File: config.mk
export PLATFORM = sky130hd
export DESIGN_NAME = irq_edge_latch
export DESIGN_NICKNAME = d
export VERILOG_FILES = /design/src/rtl/irq_edge_latch.sv
export SDC_FILE = /design/constraint.sdc
export NUM_CORES = 1
export LEC_CHECK = 0
export BUFFER_PORTS_ARGS = -buffer_cell sky130_fd_sc_hd__buf_4
export CORE_MARGIN = 2
export CORE_UTILIZATION = 40
export CTS_BUF_LIST = sky130_fd_sc_hd__clkbuf_16
export CTS_CLUSTER_SIZE = 20
export DETAILED_ROUTE_END_ITERATION = 16
export PLACE_DENSITY = 0.84
export SETUP_SLACK_MARGIN = 0.15
export SLEW_MARGIN = 10
export SYNTH_ARGS = -nofsm -noshare
export SYNTH_HDL_FRONTEND = slang
export SYNTH_SLANG_ARGS = --single-unit
File: constraint.sdc
create_clock -name clk -period 1.4 [get_ports clk]
set_clock_uncertainty 0.2 [all_clocks]
set_input_delay 0 -clock clk [delete_from_list [all_inputs] [get_ports clk]]
set_output_delay 0 -clock clk [all_outputs]
set_load 0.01 [all_outputs]
File: src/rtl/irq_edge_latch.sv
module irq_edge_latch #(
  parameter int NSRC = 4,
  parameter int CODE_W = 8,
  parameter int CODE_SRC = 0,
  parameter logic [NSRC-1:0] EDGE_POL = 4'b0111
) (
  input  logic              clk,
  input  logic              rst_n,
  input  logic [NSRC-1:0]   src_in,
  input  logic [NSRC-1:0]   src_en,
  input  logic              ack_stb,
  input  logic [NSRC-1:0]   ack_sel,
  input  logic              port_rd,
  input  logic [CODE_W-1:0] port_din,
  output logic [CODE_W-1:0] port_dout,
  output logic [NSRC-1:0]   status,
  output logic              irq_n
);

  logic [NSRC-1:0]   act_lvl, prev_q, edge_v, rd_v, clr_v, pend_q;
  logic [CODE_W-1:0] code_q;

  assign act_lvl = ~(src_in ^ EDGE_POL);
  assign edge_v  = act_lvl & ~prev_q & src_en;
  assign rd_v    = {{(NSRC-1){1'b0}}, port_rd} << CODE_SRC;
  assign clr_v   = ({NSRC{ack_stb}} & ack_sel) | rd_v;

  always_ff @(posedge clk or negedge rst_n) begin
    if (!rst_n) begin
      prev_q <= '1;
      pend_q <= '0;
      code_q <= '0;
    end else begin
      prev_q <= act_lvl;
      pend_q <= (pend_q & ~clr_v) | edge_v;
      if (edge_v[CODE_SRC]) code_q <= port_din;
    end
  end

  assign status    = pend_q;
  assign port_dout = code_q;
  assign irq_n     = ~|(pend_q & src_en);

  for (genvar i = 0; i < NSRC; i++) begin : g_chk
    AST_SET_ON_EDGE: assert property (@(posedge clk) disable iff (!rst_n)
      edge_v[i] |=> status[i]);
    AST_ACK_CLEARS: assert property (@(posedge clk) disable iff (!rst_n)
      ack_stb && ack_sel[i] && !edge_v[i] |=> !status[i]);
    AST_HOLD_SET: assert property (@(posedge clk) disable iff (!rst_n)
      status[i] && !clr_v[i] |=> status[i]);
    AST_DIS_NO_SET: assert property (@(posedge clk) disable iff (!rst_n)
      !src_en[i] && !status[i] |=> !status[i]);
    AST_LEVEL_ONCE: assert property (@(posedge clk) disable iff (!rst_n)
      prev_q[i] && act_lvl[i] && !status[i] |=> !status[i]);
  end

  AST_RD_CLEARS: assert property (@(posedge clk) disable iff (!rst_n)
    port_rd && !edge_v[CODE_SRC] |=> !status[CODE_SRC]);
  AST_CODE_HELD: assert property (@(posedge clk) disable iff (!rst_n)
    !edge_v[CODE_SRC] |=> $stable(port_dout));
  AST_IRQ_CAUSE: assert property (@(posedge clk) disable iff (!rst_n)
    $fell(irq_n) |-> ($past(|edge_v) || (src_en != $past(src_en))));

endmodule

== Word level (Yosys, flattened, before mapping) ==
Index checks and enable logic that the tools add are counted.

* Bits in registers: 16
* Output and inout bits: 13
* RAM bits: 0
* Latch bits: 0
* Logic and storage cells: 16
* Memories kept: 0
* Memory bits (read-only): 0
* Input port bits: 24

* Multiply operators: 0
* Shifts and indexed selects: 0
* Div/mod/pow operators: 0
* Bitwise gates (word level): 11
* Add/subtract/negate cells: 0
* Mux-type cells: 0
* Equal/unequal tests: 0
* Reduce and logical (&&, ||, !) cells: 2
* Order comparisons: 0

{| class="wikitable"
|+ Operator list
! operator !! count
|-
| bitwise AND 4 bit || 5
|-
| inverter 4 bit || 3
|-
| OR 4 x 1 -> 4 bit || 1
|-
| OR 4 bit || 1
|-
| OR reduction 4 bit || 1
|-
| inverter 3 bit || 1
|-
| zero test 1 bit || 1
|}

== Logic depth before layout (Yosys ltp) ==
* Word-level depth: 5
* Gate-level depth with buffers: 2

== Worst setup path before layout ==
Ideal clock, no wire load.

* Path kind: reg-to-reg
* Start: register prev_q[0]
* End: register code_q[0], in the netlist port_dout[0]
* Library setup time: 0.125 ns
* Stages on the path, launching flop included: 3
* Required time: 1.075 ns
* Setup slack: 0.088 ns
* Clock period less this slack: 1.312 ns
* Buffers on the path: 0
* Arrival: 0.987 ns
* Cells stage by stage: dfstp_2 -> nand3b_4 -> mux2_2

* Word-level cells in the longest chain between the ends: 3

{| class="wikitable"
|+ Ends and longest elaborated chain
! item !! RTL line !! source
|-
| start: declaration || 20 || <nowiki>logic [NSRC-1:0] act_lvl, prev_q, edge_v, rd_v, clr_v, pend_q;</nowiki>
|-
| start signal: assignment || 34 || <nowiki>prev_q <= act_lvl;</nowiki>
|-
| inverter 4 bit || 24 || <nowiki>assign edge_v = act_lvl & ~prev_q & src_en;</nowiki>
|-
| bitwise AND 4 bit (2 in series) || 24 ||
|-
| end signal: assignment || 36 || <nowiki>if (edge_v[CODE_SRC]) code_q <= port_din;</nowiki>
|-
| end: declaration || 21 || <nowiki>logic [CODE_W-1:0] code_q;</nowiki>
|}

No other way between the ends.
A chain may end at the register's enable or synchronous reset.

== Final worst setup path ==
* Start: register pend_q[1], in the netlist status[1]
* End: output port irq_n

* Word-level cells in the longest chain between the ends: 3

{| class="wikitable"
|+ Ends and longest elaborated chain
! item !! RTL line !! source
|-
| start: declaration || 20 ||
|-
| start signal: assignment || 35 || <nowiki>pend_q <= (pend_q & ~clr_v) | edge_v;</nowiki>
|-
| bitwise AND 4 bit || 42 || <nowiki>assign irq_n = ~|(pend_q & src_en);</nowiki>
|-
| OR reduction 4 bit || 42 ||
|-
| zero test 1 bit || 42 ||
|-
| end: declaration || 17 || <nowiki>output logic irq_n</nowiki>
|}

No other way between the ends.

==> metrics.md <==
| Metric | Value |
|---|---|
| Part of the Yosys area used for sequential elements | `0.6722` |
| Uppermost routed layer | `met4` |
| Fin crit share | `0.9832` |
| Mapped Avg Cell Area | `15.08 um^2` |
| Vias in the first global route | `631` |
| LEAKAGE | `0.6634 nW` |
| Post-route ant nets | `0` |
| Hold WC Path Type | `in -> reg` |
| Util after Layout | `0.8933` |
| Gr usage total | `0.2365` |
| Slowest CP cell | `dfrtp_1` |
| Tot Pwr | `1.508 mW` |
| DR iter-0 viols | `7` |
| Diode count | `0` |
| Yosys reg bits | `16` |
| Met2 Wirelength | `1.159 mm` |
| Final setup viols | `0` |
| DIE AREA | `1834 um^2` |
| Dpl cell area | `893.4 um^2` |
| Outcome | `complete, no violations` |
| Final WL | `2.205 mm` |
| Compound-cell area share of the yosys netlist | `0.08091` |
| Die Y | `42.83 um` |
| Worst-margin pin slew | `0.1951 ns` |
| Final Hold Viols | `0` |
| First-pass GRT wire length | `3.160 mm` |
| Pre-antenna DRT Iters | `3` |
| Synth-to-Final Area Change | `115.4%` |
| Crit-path max FO | `2` |
| Share of cells above drive strength 1 | `0.5321` |
| Fillers | `54` |
| Port-buffer cells | `36` |
| Number of max-cap violations | `0` |
| Max-slew headroom | `0.8699` |
| Die Span X | `42.83 um` |
| Global route overflow | `0` |
| Worst-case clock buffer depth | `2` |
| WS Path Type | `reg -> out` |
| Slew Viols, Final | `0` |
| IO Pins | `37` |
| GP Congestion | `0.6714` |
| Fin crit period | `1.376 ns` |
| Met3 wire length | `128 um` |
| Synthesized instance count | `40` |
| Final nets | `134` |
| Clk_lat worst skew | `0.24 ns` |
| Synth Warn # | `0` |
| Sum Neg Setup Slack | `0 ns` |
| Pin count of the biggest net entering global routing | `17` |
| Cell area after layout | `1299 um^2` |
| Worst setup SP type | `flop` |
| Area taken by multi-input logic gates | `250.2 um^2` |
| Critical path arrival | `1.18 ns` |
| Unrepaired setup endpoints after global routing | `true` |
| TritonCTS clock tree | `yes` |
| Wire per inst | `17.64 um` |
| DRC violations left | `0` |
| Vias/cell | `4.896` |
| Initial Util | `0.4148` |
| Worst EP required | `1.20 ns` |
| Syn Nets | `64` |
| Core box area | `1454 um^2` |
| Worst VDD drop | `918.3 uV` |
| Critical Path Max Stage Delay | `0.37 ns` |
| Via Count | `612` |
| Synth Area in Simple Gates | `0.09129` |
| CTS Sinks | `16` |
| FF+latch area | `405.4 um^2` |
| Total power per unit cell area | `1161 nW/um^2` |
| Synth cell types | `13` |
| Fmax | `0.7265 GHz` |
| H-tree levels | `1` |
| Post-synthesis mux area share | `0.1494` |
| Worst-path clk slew | `0.05 ns` |
| CP Capture Type | `primary output` |
| Synthesized cell area | `603.1 um^2` |
| Largest family of logic cells by synthesized area | `multiplexers` |
| Std cell rows | `14` |
| Root Driver | `clkbuf_16` |
| WL met1 | `873 um` |
| CP cell instances | `a22o_1, a221oi_2, buf_4` |
| Initial antenna violation count | `0` |
| Adder-cell share of the synthesized area | `0` |
| Xor/xnor share of the synthesized area | `0` |
| Clock buffer count from CTS | `3` |
==> layout make-up <==
class / count / share of cell area
clock buffer: 3 / 0.05780
clock inverter: 1 / 0.002890
inverter: 1 / 0.002890
multi-input combinational: 24 / 0.1927
sequential: 16 / 0.3121
tap: 16 / 0.01541
timing repair buffer: 64 / 0.4162
==> power breakdown <==
group / leakage (nW) / internal (mW) / total (mW) / switching (mW)
Clock: 0.0385 / 0.378 / 0.549 / 0.171
Combinational: 0.438 / 0.249 / 0.386 / 0.136
Sequential: 0.187 / 0.531 / 0.573 / 0.0416
==> cells in the mapped netlist <==
cell / n / area share
dfrtp_1: 12 / 0.50
mux2_2: 8 / 0.15
nand2_1: 5 / 0.031
dfstp_2: 4 / 0.17
a22o_1: 2 / 0.029
o2bb2ai_1: 2 / 0.029
a221oi_1: 1 / 0.015
and2_1: 1 / 0.010
inv_1: 1 / 0.0062
nand2b_1: 1 / 0.010
nand3b_4: 1 / 0.033
nor2_1: 1 / 0.0062
o21ai_0: 1 / 0.0083
==> cells in the final DEF, fill, tap and decap left out <==
cell	netlist	layout
o2bb2ai_1	2	2
nand3b_4	1	2
nand2_1	5	5
nand2b_1	1	1
dfrtp_1	12	12
dfstp_2	4	4
inv_1	1	1
a22o_1	2	2
dlygate4sd3_1	0	24
buf_4	0	40
clkinv_1	0	1
and2_1	1	1
mux2_4	0	8
o21ai_1	0	1
nor2_1	1	1
a221oi_2	0	1
clkbuf_16	0	3
==> critical path: cells and delay by family, from the launching register on <==
family,cells,cell delay (ns)
buf+inv,1,0.16
flops,1,0.37
compound gates,2,0.40
==> final timing paths <==
| path | startpoint | end | depth (start not counted) | slack (ns) |
|---|---|---|---|---|
| setup reg to reg | prev_q[0] | port_dout[5] | 2 | 0.04 |
| max in group asynchronous | rst_n | prev_q[1] | 3 | 0.26 |
| hold reg to reg | port_dout[3] | port_dout[3] | 1 | 0.32 |
| min in group asynchronous | rst_n | port_dout[4] | 3 | 0.49 |
| hold / removal | src_en[0] | port_dout[7] | 3 | 0.01 |
| setup / recovery | status[1] | irq_n | 3 | 0.02 |
==> kinds of logic (layout without fill, tap and decap cells) <==
| logic type | after synthesis | count (layout) |
|---|---|---|
| flip-flops | 16 | 16 |
| multiplexers | 8 | 8 |
| buffers and inverters | 1 | 69 |
| AO/OA/AOI/OAI | 6 | 6 |
| AND/OR/NAND/NOR | 9 | 10 |
==> timing repair <==
item / 4_1_cts / 5_1_grt
buffers inserted: 2 / 2
hold buffers: 23 / 1
endpoints found under the hold margin: 32 / 3
resized for setup: 1 / 10
pin swaps: 0 / 0
cloned: 1 / 0
endpoints found under the setup margin: 9 / 9
==> metal layers <==
layer  up-vias  global-route usage
li1        283                   -
met1       293              0.2885
met2        29              0.4212
met3         7             0.05106
met4         0             0.05625
met5         -                   0
==> flip-flops by register name, indices dropped and copies added, names as in the netlist <==
| register | cells |
|---|---|
| port_dout | 8 |
| prev_q | 4 |
| status | 4 |
==> through the flow <==
step	worst slack (ns)	hold WS, ns	std cells
after floorplan	0.08839	-0.4956	40
after global placement	0.06160	-0.3395	92
after detailed placement	0.04080	-0.3359	92
after CTS	0.05108	-0.02321	122
after global routing	-0.01379	0.02177	125
final	0.02354	0.01132	125
No activity file was read; power rests on OpenSTA's default activity.
